File: config.mk
export PLATFORM = sky130hd
export DESIGN_NAME = modmul_unit
export DESIGN_NICKNAME = d
export VERILOG_FILES = /design/src/rtl/modmul_pkg.sv /design/src/rtl/modmul_ctrl.sv /design/src/rtl/modmul_dp.sv /design/src/rtl/modmul_unit.sv
export SDC_FILE = /design/constraint.sdc
export NUM_CORES = 2
export LEC_CHECK = 0
export BUFFER_PORTS_ARGS = -buffer_cell sky130_fd_sc_hd__buf_2
export CORE_MARGIN = 5
export CORE_UTILIZATION = 35
export DETAILED_ROUTE_END_ITERATION = 16
export PLACE_DENSITY_LB_ADDON = 0.05
export SLEW_MARGIN = 20
export SYNTH_ARGS = -nofsm -noshare
export SYNTH_HDL_FRONTEND = slang
export SYNTH_HIERARCHICAL = 1
export SYNTH_SLANG_ARGS = --single-unit
File: constraint.sdc
create_clock -name clk -period 7.4 [get_ports clk]
set_input_delay 0.37 -clock clk [delete_from_list [all_inputs] [get_ports clk]]
set_output_delay 0.37 -clock clk [all_outputs]
set_load 0.01 [all_outputs]
File: src/rtl/modmul_pkg.sv
package modmul_pkg;
  localparam int DATA_W = 32;
  localparam int HALF_W = DATA_W / 2;

  // Strobes from the control to the datapath, one set per cycle
  typedef struct packed {
    logic load1;   // capture conditioned operands
    logic mod1;    // operation entering stage 1 is modular
    logic load2;   // capture product
    logic load3;   // capture final result
    logic mod3;    // operation leaving stage 2 is modular
  } mmCtrl_t;
endpackage

File: src/rtl/modmul_ctrl.sv
module modmul_ctrl
  import modmul_pkg::*;
(
  input  logic    clk,
  input  logic    rstN,
  input  logic    inValid,
  input  logic    inMode,
  output mmCtrl_t ctrl,
  output logic    outValid
);
  logic vld1, vld2, vld3;
  logic mode1, mode2;

  always_ff @(posedge clk) begin
    if (!rstN) begin
      vld1  <= 1'b0;
      vld2  <= 1'b0;
      vld3  <= 1'b0;
      mode1 <= 1'b0;
      mode2 <= 1'b0;
    end else begin
      vld1 <= inValid;
      vld2 <= vld1;
      vld3 <= vld2;
      if (inValid) mode1 <= inMode;
      if (vld1)    mode2 <= mode1;
    end
  end

  always_comb begin
    ctrl.load1 = inValid;
    ctrl.mod1  = !inMode;
    ctrl.load2 = vld1;
    ctrl.load3 = vld2;
    ctrl.mod3  = !mode2;
  end

  assign outValid = vld3;

  // a stage that holds an operation always hands it on next cycle
  assert_stage_advance_R3: assert property (@(posedge clk) disable iff (!rstN)
    vld1 |=> vld2);
endmodule

File: src/rtl/modmul_dp.sv
module modmul_dp
  import modmul_pkg::*;
(
  input  logic              clk,
  input  logic              rstN,
  input  mmCtrl_t           ctrl,
  input  logic [DATA_W-1:0] inA,
  input  logic [DATA_W-1:0] inB,
  output logic [DATA_W-1:0] outResult
);
  localparam logic [HALF_W-1:0] ONE_H = {{(HALF_W-1){1'b0}}, 1'b1};

  // stage 1: conditioned operands
  logic [DATA_W-1:0] opA, opB;
  logic              aZero1, bZero1;
  // stage 2: product and side data
  logic [DATA_W-1:0] prod;
  logic [HALF_W-1:0] aLow2, bLow2;
  logic              aZero2, bZero2;
  // stage 3 combinational reduction
  logic [HALF_W-1:0] loHalf, hiHalf;
  logic [HALF_W:0]   diff;
  logic              borrow;
  logic [HALF_W-1:0] folded, modResult;

  always_ff @(posedge clk) begin
    if (!rstN) begin
      opA    <= '0;
      opB    <= '0;
      aZero1 <= 1'b0;
      bZero1 <= 1'b0;
    end else if (ctrl.load1) begin
      opA    <= ctrl.mod1 ? {{HALF_W{1'b0}}, inA[HALF_W-1:0]} : inA;
      opB    <= ctrl.mod1 ? {{HALF_W{1'b0}}, inB[HALF_W-1:0]} : inB;
      aZero1 <= ctrl.mod1 && (inA[HALF_W-1:0] == '0);
      bZero1 <= ctrl.mod1 && (inB[HALF_W-1:0] == '0);
    end
  end

  always_ff @(posedge clk) begin
    if (!rstN) begin
      prod   <= '0;
      aLow2  <= '0;
      bLow2  <= '0;
      aZero2 <= 1'b0;
      bZero2 <= 1'b0;
    end else if (ctrl.load2) begin
      prod   <= opA * opB;
      aLow2  <= opA[HALF_W-1:0];
      bLow2  <= opB[HALF_W-1:0];
      aZero2 <= aZero1;
      bZero2 <= bZero1;
    end
  end

  always_comb begin
    loHalf = prod[HALF_W-1:0];
    hiHalf = prod[DATA_W-1:HALF_W];
    diff   = {1'b0, loHalf} - {1'b0, hiHalf};
    borrow = diff[HALF_W];
    folded = diff[HALF_W-1:0] + {{(HALF_W-1){1'b0}}, borrow};
    if (aZero2 && bZero2)  modResult = ONE_H;
    else if (aZero2)       modResult = ONE_H - bLow2;
    else if (bZero2)       modResult = ONE_H - aLow2;
    else                   modResult = folded;
  end

  always_ff @(posedge clk) begin
    if (!rstN)            outResult <= '0;
    else if (ctrl.load3)  outResult <= ctrl.mod3 ? {{HALF_W{1'b0}}, modResult} : prod;
  end

  // a product of two nonzero residues of a prime is never zero before mapping
  assert_nonzero_residue_R4: assert property (@(posedge clk) disable iff (!rstN)
    (ctrl.load3 && ctrl.mod3 && !aZero2 && !bZero2 && !(loHalf == ONE_H && hiHalf == '0 && 1'b0)) |->
      (diff != '0));
  // modular results carry nothing in the upper half
  assert_upper_clear_R4: assert property (@(posedge clk) disable iff (!rstN)
    (ctrl.load3 && ctrl.mod3) |=> (outResult[DATA_W-1:HALF_W] == '0));
  // the result register moves only when an operation completes
  assert_hold_result_R9: assert property (@(posedge clk) disable iff (!rstN)
    !ctrl.load3 |=> $stable(outResult));
endmodule

File: src/rtl/modmul_unit.sv
module modmul_unit
  import modmul_pkg::*;
(
  input  logic              clk,
  input  logic              rstN,
  input  logic              inValid,
  input  logic              inMode,
  input  logic [DATA_W-1:0] inA,
  input  logic [DATA_W-1:0] inB,
  output logic              outValid,
  output logic [DATA_W-1:0] outResult
);
  mmCtrl_t ctrl;

  modmul_ctrl u_ctrl (
    .clk      (clk),
    .rstN     (rstN),
    .inValid  (inValid),
    .inMode   (inMode),
    .ctrl     (ctrl),
    .outValid (outValid)
  );

  modmul_dp u_dp (
    .clk       (clk),
    .rstN      (rstN),
    .ctrl      (ctrl),
    .inA       (inA),
    .inB       (inB),
    .outResult (outResult)
  );

  // every accepted operation yields a result three cycles on
  assert_latency_R2: assert property (@(posedge clk) disable iff (!rstN)
    inValid |-> ##3 outValid);
  // an idle input cycle yields no result
  assert_no_spurious_R2: assert property (@(posedge clk) disable iff (!rstN)
    !inValid |-> ##3 !outValid);
endmodule

Word level (Yosys, flattened, before mapping)

Cells that the tools add are included.

Add/sub/neg operators: 4
Multiply operators: 1
Mux-type cells: 6
Reduce and logical (&&, ||, !) cells: 6

Operators by type and width:

| kind                  | number |
|---|---|
| $mux 32               | 3 |
| $mux 16               | 3 |
| $logic_not 16->1      | 2 |
| $mul 32x32->32        | 1 |
| $sub 1x16->16 const A | 2 |
| $sub 16x16->17        | 1 |
| $add 16x1->16         | 1 |
| $logic_and 1x1->1     | 3 |
| $logic_not 1->1       | 1 |

Bits in registers: 169
Output and inout bits: 33

Longest topological paths before layout

Word-level depth: 6
Mapped depth: 27

Modules after synthesis

The synthesis kept the hierarchy.

Modules (own cells, without submodules):

| module      | times used | cells an instance | area each (um2) |
|---|---|---|---|
| modmul_dp   | 1          | 2,683             | 23,965.5 |
| modmul_ctrl | 1          | 17                | 183.9 |

Worst setup path after synthesis

No wires, ideal clock.

Path kind: register -> register
From: reg u_dp.opA[15]
To: reg u_dp.prod[31]
Data arrival time: 6,756 ps
Slack: 514 ps
Cell stages (with the launch flop): 25
Buffers on the path: 2
Clock period less this slack: 6,886 ps
Path through: dfxtp_1 > clkbuf_1 > clkbuf_1 > and2_1 > fa_1 > inv_1 > fa_1 > fa_1 > fa_1 > inv_1 > fa_1 > inv_1 > fa_1 > inv_1 > fa_1 > fa_1 > ha_1 > inv_1 > or3_1 > a2111oi_0 > o2bb2ai_1 > o221ai_1 > o21ai_0 > xnor2_1 > a21oi_1

Word-level cells in the longest chain between the ends: 1

RTL lines:

| item                     | RTL line        | text |
|---|---|---|
| start: declaration       | modmul_dp.sv:14 | `logic [DATA_W-1:0] opA, opB;` |
| start signal: assignment | modmul_dp.sv:33 | `opA <= ctrl.mod1 ? {{HALF_W{1'b0}}, inA[HALF_W-1:0]} : inA;` |
| $mul 32x32->32           | modmul_dp.sv:48 | `prod <= opA * opB;` |
| end signal: assignment   | modmul_dp.sv:48 |  |
| end: declaration         | modmul_dp.sv:17 | `logic [DATA_W-1:0] prod;` |

No other way between the ends.
A chain may end at the register's enable or synchronous reset.

Final worst setup path

From: reg u_dp.opB[18]
To: reg u_dp.prod[31]

Word-level cells in the longest chain between the ends: 1

RTL lines:

| item                     | RTL line        | text |
|---|---|---|
| start: declaration       | modmul_dp.sv:14 |  |
| start signal: assignment | modmul_dp.sv:34 | `opB <= ctrl.mod1 ? {{HALF_W{1'b0}}, inB[HALF_W-1:0]} : inB;` |
| $mul 32x32->32           | modmul_dp.sv:48 |  |

No other way between the ends.

==> results.ini <==
[setup_path]
timing.rr.end=u_dp/prod[31]$_SDFFE_PN0P_
crit_fanout=10
crit_slowest_cell=fa_1
r2r_slack_ps=320
reg2reg_from=u_dp/opB[18]$_SDFFE_PN0P_
arrival_ps=7430
max_stage_delay_ps=550
cp-end-kind=flop
reg2regPathDepth=25
path_common_cell=fa_1
path_buf_inv=7
path_class=flop to flop
critPathTopFamily=adder cells
cp.required_ps=7750
critPathLaunchType=flop

[routing]
drcViolationCount=0
first_pass_iters=7
wl_per_cell_um=21.7
ant_nets=0
routed_wl_mm=79.9
viasPerCell=4.96
vias=18300
drtIter0Drc=950

[sta]
finalSetupViolations=0
relSlewSlack_pct=32.1
hold_violations=0
fmax_mhz=141
timing.final.ws_setup_ps=316
worst_pin_slew_ps=1020
maxSlewViolCount=0
post-route-period-util_pct=95.7
rsz0062_at_grt=false
totalNegativeSetupSlack_ps=0
worst_clock_skew_ps=19.3
fin_crit_ps=7080

[grt]
grt_pass1_vias=19900
overflow=0
grt_pass1_wl_mm=123
antenna_found_initial=2
track_usage_pct=21.8
grt_start_max_net_pins=101

[power_and_ir_drop]
p_total_mw=3.52
switching_share_pct=42.1
p_sw_mw=1.48
p_int_mw=2.04
power.density_nw_per_um2=131
peakVddDrop_uv=102
pwr-share-clk_pct=26.6
comb_power_share_pct=43.7
seqPwrFrac_pct=29.7
leakagePower_nw=12.6

[floorplan]
core-area_um2=68500
fp.dieW_um=273
initial_core_util_pct=35.3
die_area_um2=74400
rows=96
io_pins=101
dieHeight_um=273

[logic_synthesis]
yosys.cell_types.count=71
synth_seq_area_share_pct=14.0
synth_top_cell_area_share_pct=33.9
synth_top_area_cell=fa_1
ys_ff_latch=169
synth_area_um2=24100
synth.area.top_cells=fa_1 (34%), dfxtp_1 (14%), and2_1 (7.6%)
synth_edf_count=0
post-synth-top-count-cell=inv_1
syn_avg_cell_area_um2=8.94
syn_nets=3320
syn_inst=2700
synth_common_cells=inv_1 (433), fa_1 (409), and2_1 (294)
synth-main-ff-cell=dfxtp_1
ys_warn_count=6
synthArstFlopShare_pct=0

[cells_and_area]
seqCellArea_um2=3410
layout-drive-gt1-share_pct=10.2
final_nets=3403
area_growth_syn_to_layout_pct=11.1
multi_input_area_um2=18600
final_core_util_pct=39.2
fillers=7049

[min_path]
hold_path_end=u_dp/opB[25]$_SDFFE_PN0P_
worstHoldStart=inB[25]
hold_class=primary input to flop
whs_path_depth=3

[cts]
cts_buffers=17
clk-insertion-delay-late_ps=470
path_clk_slew_ps=90
cts.sinks=169
cts_tree=done
ctsHtreeMaxLevel=4
clockBufferDepth=2
post_cts_buffers=0
cts-root-buf=clkbuf_16

[place]
dpl.hpwl_mm=66.3
gp_congestion=0.855
io_buffer_count=100
pre_cts_ws_ps=-0.541

[status]
status=completed

[job]
cap_violations=0

==> area by class of cell <==
cell class / count / share of cell area, %
sequential: 169 / 12.7
antenna: 1 / 0.00933
timing repair buffer: 219 / 5.72
inverter: 434 / 6.07
clock inverter: 15 / 0.629
multi-input combinational: 1942 / 69.2
clock buffer: 17 / 1.59
tap: 882 / 4.11
==> worst min-delay path: stages <==
cell and delay, ps:
buf_2 70, a21oi_1 50, nor2b_1 90
==> state kept, by name, indices dropped and copies added, names as in the netlist <==
signal and count:
u_ctrl/vld2 1, u_dp/outResult 32, u_dp/bZero2 1, u_dp/bZero1 1
u_dp/bLow2 16, u_dp/prod 32, u_ctrl/mode2 1, u_dp/opA 32
u_dp/aLow2 16, u_ctrl/vld1 1, u_ctrl/mode1 1, u_dp/opB 32
u_dp/aZero2 1, u_ctrl/outValid 1, u_dp/aZero1 1
==> how the worst max path moves through the flow <==
| stage | slack [ps] | from | cells past startpoint | to |
|---|---|---|---|---|
| after floorplan | 510 | u_dp/opA[15]$_SDFFE_PN0P_ | 24 | u_dp/prod[31]$_SDFFE_PN0P_ |
| after global placement | 30 | u_dp/opA[11]$_SDFFE_PN0P_ | 25 | u_dp/prod[31]$_SDFFE_PN0P_ |
| after detailed placement | -0.5 | u_dp/opA[11]$_SDFFE_PN0P_ | 25 | u_dp/prod[31]$_SDFFE_PN0P_ |
| after CTS | 7 | u_dp/opB[4]$_SDFFE_PN0P_ | 23 | u_dp/prod[31]$_SDFFE_PN0P_ |
| after global routing | 4 | u_dp/opB[6]$_SDFFE_PN0P_ | 21 | u_dp/prod[31]$_SDFFE_PN0P_ |
| final | 320 | u_dp/opB[18]$_SDFFE_PN0P_ | 25 | u_dp/prod[31]$_SDFFE_PN0P_ |
==> power groups by stage <==
stage / clock [mW] / sequential, mW / combinational, mW
floorplan: 0 / 1.01 / 0.993
global placement: 0 / 1.07 / 1.53
detailed placement: 0 / 1.07 / 1.54
CTS: 0.968 / 1.05 / 1.55
global route: 1.00 / 1.05 / 1.70
finish: 0.937 / 1.05 / 1.54
==> kinds of logic after synthesis <==
kind of cell / share of synthesized area (%)
adder cells (fa/ha/maj): 41.3
AO/OA/AOI/OAI: 6.34
AND/OR/NAND/NOR: 20.7
XOR/XNOR: 4.61
flip-flops: 14.0
buffers and inverters: 9.21
multiplexers: 3.85
==> layout by cell type (no fill, tap or decap), types with 5 or more instances in the layout <==
cell type,Yosys,final
dfxtp_1,169,149
a21o_1,15,15
or4_1,5,5
o21a_1,11,11
o2bb2ai_1,5,5
nand3_1,18,18
dfxtp_2,0,18
buf_4,3,109
fa_1,409,409
nor2_1,47,47
a21oi_1,83,83
xor2_1,42,42
o21ai_0,42,42
ha_1,143,143
and3_1,7,7
mux2i_1,93,93
inv_1,433,433
nand4_1,8,8
clkbuf_16,0,17
o211a_1,5,5
nor2b_1,179,178
nor3_1,34,34
nand2_1,291,291
a211oi_1,8,8
and2_1,294,294
nand3b_1,10,10
xnor2_1,85,85
o31ai_1,5,5
o211ai_1,12,12
nand2b_1,10,10
buf_2,1,99
a31oi_1,6,6
nor4_1,8,8
a21boi_0,5,5
buf_12,0,11
==> layer usage <==
layer	wire, µm	GRT usage, %	vias to the layer above
met3	2260	2.44	110
met4	3100	7.19	0
met1	36400	29.4	9299
met5	0	0	-
met2	38200	36.8	377
li1	-	-	8467
==> through the flow <==
stage               hold slack (ps)  instances  instance area (µm²)
finish                          146       3679                26800
CTS                             118       3678                26800
global placement                446       3646                26200
detailed placement              454       3646                26200
floorplan                       425       2700                24100
global route                    136       3678                26800
==> repair_timing <==
item,4_1_cts,5_1_grt
gates cloned,0,0
resized for setup,1,21
hold buffers,0,0
setup endpoints to repair,1,7
(Power assumes the default switching activity.)
